File: src/rtl/cpwm_pkg.sv
package cpwm_pkg;
  localparam int unsigned TMR_W_DEF = 8;
  localparam int unsigned DB_W_DEF  = 7;

  typedef enum logic {
    GATE_PRI = 1'b0,
    GATE_CMP = 1'b1
  } gate_e;
endpackage

File: src/rtl/cpwm_timebase.sv
module cpwm_timebase #(
  parameter int unsigned TMR_W = cpwm_pkg::TMR_W_DEF,
  parameter int unsigned DB_W  = cpwm_pkg::DB_W_DEF
) (
  input  logic             clk_i,
  input  logic             rst_ni,
  input  logic             tick_i,
  input  logic [TMR_W-1:0] period_i,
  input  logic [TMR_W-1:0] duty_i,
  input  logic [DB_W-1:0]  dead_i,
  output logic [TMR_W-1:0] tmr_o,
  output logic [TMR_W-1:0] per_o,
  output logic [TMR_W-1:0] duty_o,
  output logic [DB_W-1:0]  dead_o,
  output logic             run_o
);
  logic [TMR_W-1:0] tmr_q, per_q, duty_q;
  logic [DB_W-1:0]  dead_q;
  logic             run_q;
  logic             wrap;

  assign wrap = tick_i && (tmr_q == per_q);

  always_ff @(posedge clk_i or negedge rst_ni) begin
    if (!rst_ni) begin
      tmr_q  <= '0;
      per_q  <= '0;
      duty_q <= '0;
      dead_q <= '0;
      run_q  <= 1'b0;
    end else if (wrap) begin
      tmr_q  <= '0;
      per_q  <= period_i;
      duty_q <= duty_i;
      dead_q <= dead_i;
      run_q  <= 1'b1;
    end else if (tick_i) begin
      tmr_q <= tmr_q + 1'b1;
    end
  end

  assign tmr_o  = tmr_q;
  assign per_o  = per_q;
  assign duty_o = duty_q;
  assign dead_o = dead_q;
  assign run_o  = run_q;

  a_r1_in_range: assert property (@(posedge clk_i) disable iff (!rst_ni)
    tmr_q <= per_q);
  a_r1_restart: assert property (@(posedge clk_i) disable iff (!rst_ni)
    (tick_i && tmr_q == per_q) |=> (tmr_q == '0));
  a_r1_hold: assert property (@(posedge clk_i) disable iff (!rst_ni)
    !tick_i |=> $stable(tmr_q));
  a_r7_cfg_hold: assert property (@(posedge clk_i) disable iff (!rst_ni)
    !(tick_i && tmr_q == per_q) |=> ($stable(per_q) && $stable(duty_q) && $stable(dead_q)));
endmodule

File: src/rtl/cpwm_gate.sv
module cpwm_gate #(
  parameter int unsigned   TMR_W = cpwm_pkg::TMR_W_DEF,
  parameter int unsigned   DB_W  = cpwm_pkg::DB_W_DEF,
  parameter cpwm_pkg::gate_e KIND = cpwm_pkg::GATE_PRI
) (
  input  logic             clk_i,
  input  logic             rst_ni,
  input  logic             run_i,
  input  logic [TMR_W-1:0] tmr_i,
  input  logic [TMR_W-1:0] per_i,
  input  logic [TMR_W-1:0] duty_i,
  input  logic [DB_W-1:0]  dead_i,
  output logic             act_o
);
  localparam int unsigned EXT_W = TMR_W + 2;

  logic [EXT_W-1:0] on_pt, off_pt, start_pt, t_ext;
  logic             hit, act_q;

  // turn-on point is delayed by the dead band, turn-off is not
  generate
    if (KIND == cpwm_pkg::GATE_PRI) begin : g_pri
      assign on_pt  = '0;
      assign off_pt = EXT_W'(duty_i);
    end else begin : g_cmp
      assign on_pt  = EXT_W'(duty_i);
      assign off_pt = EXT_W'(per_i) + EXT_W'(1);
    end
  endgenerate

  assign t_ext    = EXT_W'(tmr_i);
  assign start_pt = on_pt + EXT_W'(dead_i);
  assign hit      = run_i && (t_ext >= start_pt) && (t_ext < off_pt);

  always_ff @(posedge clk_i or negedge rst_ni) begin
    if (!rst_ni) act_q <= 1'b0;
    else         act_q <= hit;
  end

  assign act_o = act_q;

  a_r9_idle_until_run: assert property (@(posedge clk_i) disable iff (!rst_ni)
    !run_i |=> !act_q);
endmodule

File: src/rtl/cpwm_pad.sv
module cpwm_pad (
  input  logic dir_i,
  input  logic lvl_i,
  output logic pin_o,
  output logic drv_o
);
  assign drv_o = ~dir_i;
  assign pin_o = lvl_i & ~dir_i;
endmodule

File: src/rtl/cpwm_db.sv
module cpwm_db #(
  parameter int unsigned TMR_W = cpwm_pkg::TMR_W_DEF,
  parameter int unsigned DB_W  = cpwm_pkg::DB_W_DEF
) (
  input  logic             clk_i,
  input  logic             rst_ni,
  input  logic             tick_i,
  input  logic [TMR_W-1:0] period_i,
  input  logic [TMR_W-1:0] duty_i,
  input  logic [DB_W-1:0]  dead_i,
  input  logic             dir_a_i,
  input  logic             dir_b_i,
  output logic             pwm_a_o,
  output logic             drv_a_o,
  output logic             pwm_b_o,
  output logic             drv_b_o
);
  localparam int unsigned NPIN = 2;

  logic [TMR_W-1:0] tmr, per, duty;
  logic [DB_W-1:0]  dead;
  logic             run;
  logic [NPIN-1:0]  lvl, dir, pin, drv;

  cpwm_timebase #(.TMR_W(TMR_W), .DB_W(DB_W)) u_tb (
    .clk_i   (clk_i),
    .rst_ni  (rst_ni),
    .tick_i  (tick_i),
    .period_i(period_i),
    .duty_i  (duty_i),
    .dead_i  (dead_i),
    .tmr_o   (tmr),
    .per_o   (per),
    .duty_o  (duty),
    .dead_o  (dead),
    .run_o   (run)
  );

  generate
    for (genvar g = 0; g < NPIN; g++) begin : g_out
      cpwm_gate #(
        .TMR_W(TMR_W),
        .DB_W (DB_W),
        .KIND (g == 0 ? cpwm_pkg::GATE_PRI : cpwm_pkg::GATE_CMP)
      ) u_gate (
        .clk_i (clk_i),
        .rst_ni(rst_ni),
        .run_i (run),
        .tmr_i (tmr),
        .per_i (per),
        .duty_i(duty),
        .dead_i(dead),
        .act_o (lvl[g])
      );
      cpwm_pad u_pad (
        .dir_i(dir[g]),
        .lvl_i(lvl[g]),
        .pin_o(pin[g]),
        .drv_o(drv[g])
      );
    end
  endgenerate

  assign dir     = {dir_b_i, dir_a_i};
  assign pwm_a_o = pin[0];
  assign pwm_b_o = pin[1];
  assign drv_a_o = drv[0];
  assign drv_b_o = drv[1];

  a_r4_no_overlap: assert property (@(posedge clk_i) disable iff (!rst_ni)
    !(lvl[0] && lvl[1]));
  a_r2_late_on: assert property (@(posedge clk_i) disable iff (!rst_ni)
    $rose(lvl[0]) |-> (int'($past(tmr)) >= int'($past(dead))));
  a_r3_after_duty: assert property (@(posedge clk_i) disable iff (!rst_ni)
    $rose(lvl[1]) |-> (int'($past(tmr)) >= int'($past(duty)) + int'($past(dead))));
  a_r8_released: assert property (@(posedge clk_i) disable iff (!rst_ni)
    (dir_a_i |-> (!pwm_a_o && !drv_a_o)) and (dir_b_i |-> (!pwm_b_o && !drv_b_o)));
endmodule

File: config.mk
export PLATFORM = sky130hd
export DESIGN_NAME = cpwm_db
export DESIGN_NICKNAME = d
export VERILOG_FILES = /design/src/rtl/cpwm_pkg.sv /design/src/rtl/cpwm_timebase.sv /design/src/rtl/cpwm_gate.sv /design/src/rtl/cpwm_pad.sv /design/src/rtl/cpwm_db.sv
export SDC_FILE = /design/constraint.sdc
export NUM_CORES = 1
export LEC_CHECK = 0
export ABC_AREA = 0
export BUFFER_PORTS_ARGS = -buffer_cell sky130_fd_sc_hd__buf_4
export CORE_MARGIN = 4
export CORE_UTILIZATION = 58
export DETAILED_ROUTE_END_ITERATION = 10
export PLACE_DENSITY = 0.8
export SETUP_SLACK_MARGIN = 0.2
export SYNTH_ARGS = -nofsm -noshare
export SYNTH_HDL_FRONTEND = slang
export SYNTH_SLANG_ARGS = --single-unit
export TNS_END_PERCENT = 100
File: constraint.sdc
create_clock -name clk_i -period 3.1 [get_ports clk_i]
set_clock_uncertainty 0.2 [all_clocks]
set_input_delay 0.31 -clock clk_i [delete_from_list [all_inputs] [get_ports clk_i]]
set_output_delay 0.31 -clock clk_i [all_outputs]
set_load 0.01 [all_outputs]
======== Word level (Yosys, flattened, before mapping) ========
Cells that the tools add are included.
storage, ports and cells
  flip-flop bits (word level) ............. 34
cells by class
  add/sub/neg operators ................... 3
  order comparisons ....................... 4
  equality and inequality tests ........... 1
  multiplexer cells ....................... 2
  bitwise gates (word level) .............. 4
  reductions and logical operators ........ 6
operators with widths
  operator                                                       number
  8-bit two-way mux                                              2
  8-bit by 10-bit >= comparator with 1-bit output                1
  8-bit by 10-bit less-than comparator with 1-bit output         1
  8-bit by 1-bit adder with 9-bit output, second input constant  1
  8-bit by 7-bit adder with 9-bit output                         1
  8-bit by 1-bit adder with 8-bit output, second input constant  1
  8-bit equality test                                            1
  8-bit by 7-bit >= comparator with 1-bit output                 1
  8-bit less-than comparator                                     1
  1-bit logical AND                                              5
  1-bit AND                                                      2
  1-bit NOT                                                      2
  2-bit nonzero test                                             1

======== Logic depth before layout (Yosys ltp) ========
  word-level depth ........................ 4
  depth in mapped cells ................... 11
  mapped depth without buffers ............ 11

======== Hierarchy ========
Synthesis repeated with hierarchy kept, for this count alone.
unflattened totals
  cell total of the unflattened synthesis .. 244
  area, all modules ....................... 2521.2 µm²
modules (own cells, without submodules)
  module                       instances  cells each  area an instance (µm²)  seq. area each (µm²)
  cpwm_timebase                1          100         1371.3                  800.8
  cpwm_gate (g_out[1].u_gate)  1          91          753.2                   25.0
  cpwm_gate (g_out[0].u_gate)  1          49          376.6                   25.0
  cpwm_pad                     2          2           10.0                    0.0

======== Least setup slack after synthesis ========
No wires, ideal clock.
  kind .................................... flip-flop to flip-flop
  start point ............................. register u_tb.duty_q[0], in the netlist u_tb.duty_o[0]
  end point ............................... register g_out[1].u_gate.act_q
  setup time .............................. 0.121 ns
  arrival ................................. 2.375 ns
  required time ........................... 2.779 ns
  slack ................................... 0.405 ns
  stages on the path, launching flop included .. 12
  path buffers ............................ 0
  period minus slack after synthesis ...... 2.695 ns
  cell sequence ........................... dfrtp_1 -> ha_1 -> fa_1 -> a211oi_1 -> nor2_1 -> o21ai_0 -> nand2b_1 -> xnor2_1 -> ha_1 -> o21a_1 -> o211ai_1 -> and4b_1
on the way
  cells in the longest elaborated chain, start to end .. 4
ends and longest elaborated chain
  what                                             RTL line             RTL
  start: declaration                               cpwm_timebase.sv:17  logic [TMR_W-1:0] tmr_q, per_q, duty_q;
  start signal: assignment                         cpwm_timebase.sv:34  duty_q <= duty_i;
  8-bit by 7-bit adder with 9-bit output           cpwm_gate.sv:32      assign start_pt = on_pt + EXT_W'(dead_i);
  8-bit by 10-bit >= comparator with 1-bit output  cpwm_gate.sv:33      assign hit = run_i && (t_ext >= start_pt) && (t_ext < off_pt);
  1-bit logical AND (2 in series)                  cpwm_gate.sv:33
  named net g_out[1].u_gate.hit                    cpwm_gate.sv:18      logic hit, act_q;
  end signal: assignment                           cpwm_gate.sv:37      else act_q <= hit;
  end: declaration                                 cpwm_gate.sv:18
The timed path passes the listed nets, and every way through them passes these cells.
A chain may end at the register's enable or synchronous reset.

======== Worst setup path after layout ========
  start point ............................. register u_tb.dead_q[1], in the netlist u_tb.dead_o[1]
  end point ............................... register g_out[1].u_gate.act_q
on the way
  cells in the longest elaborated chain, start to end .. 4
ends and longest elaborated chain
  what                                             RTL line             RTL
  start: declaration                               cpwm_timebase.sv:18  logic [DB_W-1:0] dead_q;
  start signal: assignment                         cpwm_timebase.sv:35  dead_q <= dead_i;
  8-bit by 7-bit adder with 9-bit output           cpwm_gate.sv:32
  8-bit by 10-bit >= comparator with 1-bit output  cpwm_gate.sv:33
  1-bit logical AND (2 in series)                  cpwm_gate.sv:33
  named net g_out[1].u_gate.hit                    cpwm_gate.sv:18
The timed path passes the listed nets, and every way through them passes these cells.

==> flow_summary.json <==
{
  "outcome": "completed",
  "grt_setup_unrepaired": "false",
  "syn_area_mm2": 0.00244,
  "rows": 23,
  "area_delta_synth_final_pct": 16.4,
  "hp-class": "primary input to register",
  "antenna_found_initial": 0,
  "met1_usage": 0.276,
  "io_buffer_count": 31,
  "place_area_mm2": 0.00273,
  "synth-compound-area-share": 0.137,
  "hold_violations": 0,
  "cts_tree": "built",
  "die_h_um": 72.9,
  "setup_violations": 0,
  "drive_gt1_frac": 0.202,
  "ir_drop_mv": 0.539,
  "gr-total-overflow": 0,
  "final_common_cell": "ha_1",
  "busiest_layer": "met2",
  "synth_simple_gate_area_frac": 0.129,
  "yosysSeqAreaShare": 0.348,
  "track_usage": 0.211,
  "num_antenna_cells": 0,
  "grtUsageMet3": 0.0523,
  "vias": 1891,
  "post-dp-hpwl_um": 3780,
  "synth_xor_area_frac": 0.0896,
  "yosysUniqueCellTypes": 35,
  "wl_um": 5020,
  "period_needed_ns": 2.79,
  "required_ns": 3.08,
  "cp_max_fo": 3,
  "fmax_ghz": 0.358,
  "powerDensity_mw_per_mm2": 1060,
  "htreeDepth": 2,
  "drt_iter0_drc": 99,
  "dieArea_mm2": 0.00532,
  "fill_cells": 327,
  "syn_inst": 249,
  "avgViaCountPerCell": 5.61,
  "post-place-ws_ns": 0.270,
  "grt_pass1_wl_um": 8600,
  "finalCritPeriodShare": 0.901,
  "cellLeakagePower_uw": 0.00142,
  "arrival_ns": 2.77,
  "layout_common_cells": "39 x ha_1, 35 x buf_4, 34 x dfrtp_1",
  "yosysWarningCount": 0,
  "total_power_uw": 3010,
  "cts.sinks": 34,
  "cts-buffers-inserted": 5,
  "tightest_slew_ns": 0.500,
  "async_flop_share": 1.00,
  "synth_fp_nets": 317,
  "synth_seq_cells": 34,
  "hold_ws_ns": 0.0283,
  "clk_pin_slew_ns": 0.07,
  "drc": 0,
  "ys_top_cells_by_area": "dfrtp_1 35%, ha_1 20%, xor2_1 5.0%",
  "grt_start_max_net_pins": 35,
  "drv_slew": 0,
  "dominantRegCellSynth": "dfrtp_1",
  "relSlewSlack": 0.664,
  "globalplace.congestion": 0.844,
  "critical_path_class": "register to register",
  "crit_path_start_kind": "register",
  "cp-end-kind": "register",
  "die_w_um": 72.9,
  "routedWlPerCell_um": 14.9,
  "setup_tns_ns": 0,
  "grt_pass1_vias": 1901,
  "nNetsFinal": 355,
  "fp.coreArea_mm2": 0.00403,
  "clock_path_buffers": 2,
  "drtAntennaViolNets": 0,
  "synth_edf_count": 0,
  "grt_use_met2": 0.339,
  "muxShareOfSynthArea": 0.0461,
  "initial_core_util": 0.607,
  "cts_root_buf": "clkbuf_8",
  "synth_fa_ha_area_frac": 0.208,
  "pin_count": 32,
  "synth_top_family_by_area": "adder cells",
  "worst_slack_ns": 0.306,
  "dr.pass1.iters": 4,
  "yosys.area.top_type_share": 0.348,
  "synth_area_per_cell_um2": 9.82,
  "clk-insertion-delay-late_ns": 0.28,
  "yosysTopAreaCell": "dfrtp_1",
  "postLayoutCellArea_mm2": 0.00285,
  "maxCapViolations": 0
}
## Yosys cell counts (4+ instances only)
library cell / n
a211oi_1: 6
a21o_1: 5
a21oi_1: 11
dfrtp_1: 34
ha_1: 39
inv_1: 20
mux2_2: 10
nand2_1: 21
nand2b_1: 5
nand3_1: 8
nand4_1: 4
nor2_1: 8
o21ai_0: 21
xnor2_1: 11
xor2_1: 14
## power breakdown
group / internal (uW) / switching, uW
logic: 893 / 886
clock network: 151 / 160
registers: 647 / 272
## worst max-delay path: stages, from the launching register on
cell and delay (ns):
dfrtp_1 0.41, ha_1 0.32, a211oi_2 0.26, o21bai_1 0.14, a211oi_2 0.24, o21bai_1 0.11, xnor2_1 0.20, ha_1 0.27
a211oi_1 0.23, o21ai_0 0.12, and4b_1 0.18
## through the flow
stage               std cells  utilization
detailed placement        328        0.678
floorplan                 249            -
global route              337        0.707
global placement          328        0.678
finish                    337        0.707
CTS                       336        0.700
## layout make-up
class / instances / area [um2] / share of cell area
repair buffers: 36 / 273 / 0.0958
inverters: 20 / 75.1 / 0.0264
flip-flops and latches: 34 / 851 / 0.299
multi-input cells: 190 / 1510 / 0.529
clock buffers: 5 / 68.8 / 0.0242
well taps: 50 / 62.6 / 0.0220
clock inverters: 2 / 10.0 / 0.00352
## path summary, 6_finish.rpt
check                           cells past startpoint                    end  slack (ns)           start
min in group asynchronous                           2         u_tb.duty_o[4]        0.31          rst_ni
worst max register to register                     10  g_out[1].u_gate.act_o        0.31  u_tb.dead_o[1]
max in group asynchronous                           2         u_tb.dead_o[4]        2.08          rst_ni
worst min-delay path                                3         u_tb.dead_o[6]        0.03       dead_i[6]
worst min register to register                      1             u_tb.run_o        0.33      u_tb.run_o
worst max-delay path                               10  g_out[1].u_gate.act_o        0.31  u_tb.dead_o[1]
## timing repair
| item | CTS | global route |
|---|---|---|
| setup buffers | 0 | 1 |
| resized for setup | 0 | 5 |
| hold buffers | 1 | 0 |
| hold endpoints to repair | 34 | 0 |
| endpoints found under the setup margin | 0 | 1 |
## flip-flops by register name (all words and copies together) (netlist names)
| register | flops |
|---|---|
| u_tb.dead_o | 7 |
| u_tb.duty_o | 8 |
| u_tb.per_o | 8 |
| u_tb.tmr_o | 8 |
| g_out.u_gate.act_o | 2 |
| u_tb.run_o | 1 |
## metal layers
metal	share of wire	up-vias	wire length, um
li1	-	952	-
met1	0.46	892	2290
met2	0.48	40	2430
met3	0.047	7	237
met4	0.014	0	72
met5	0	-	0
## logic make-up (layout without fill, tap and decap cells)
| logic type | count (synthesis) | count (layout) |
|---|---|---|
| fa+ha+maj | 40 | 40 |
| flops | 34 | 34 |
| xor+xnor | 25 | 25 |
| buf+inv | 25 | 63 |
| mux | 10 | 10 |
| simple gates | 60 | 60 |
| compound gates | 55 | 55 |
Note: power is estimated with default switching activity, not from simulation.
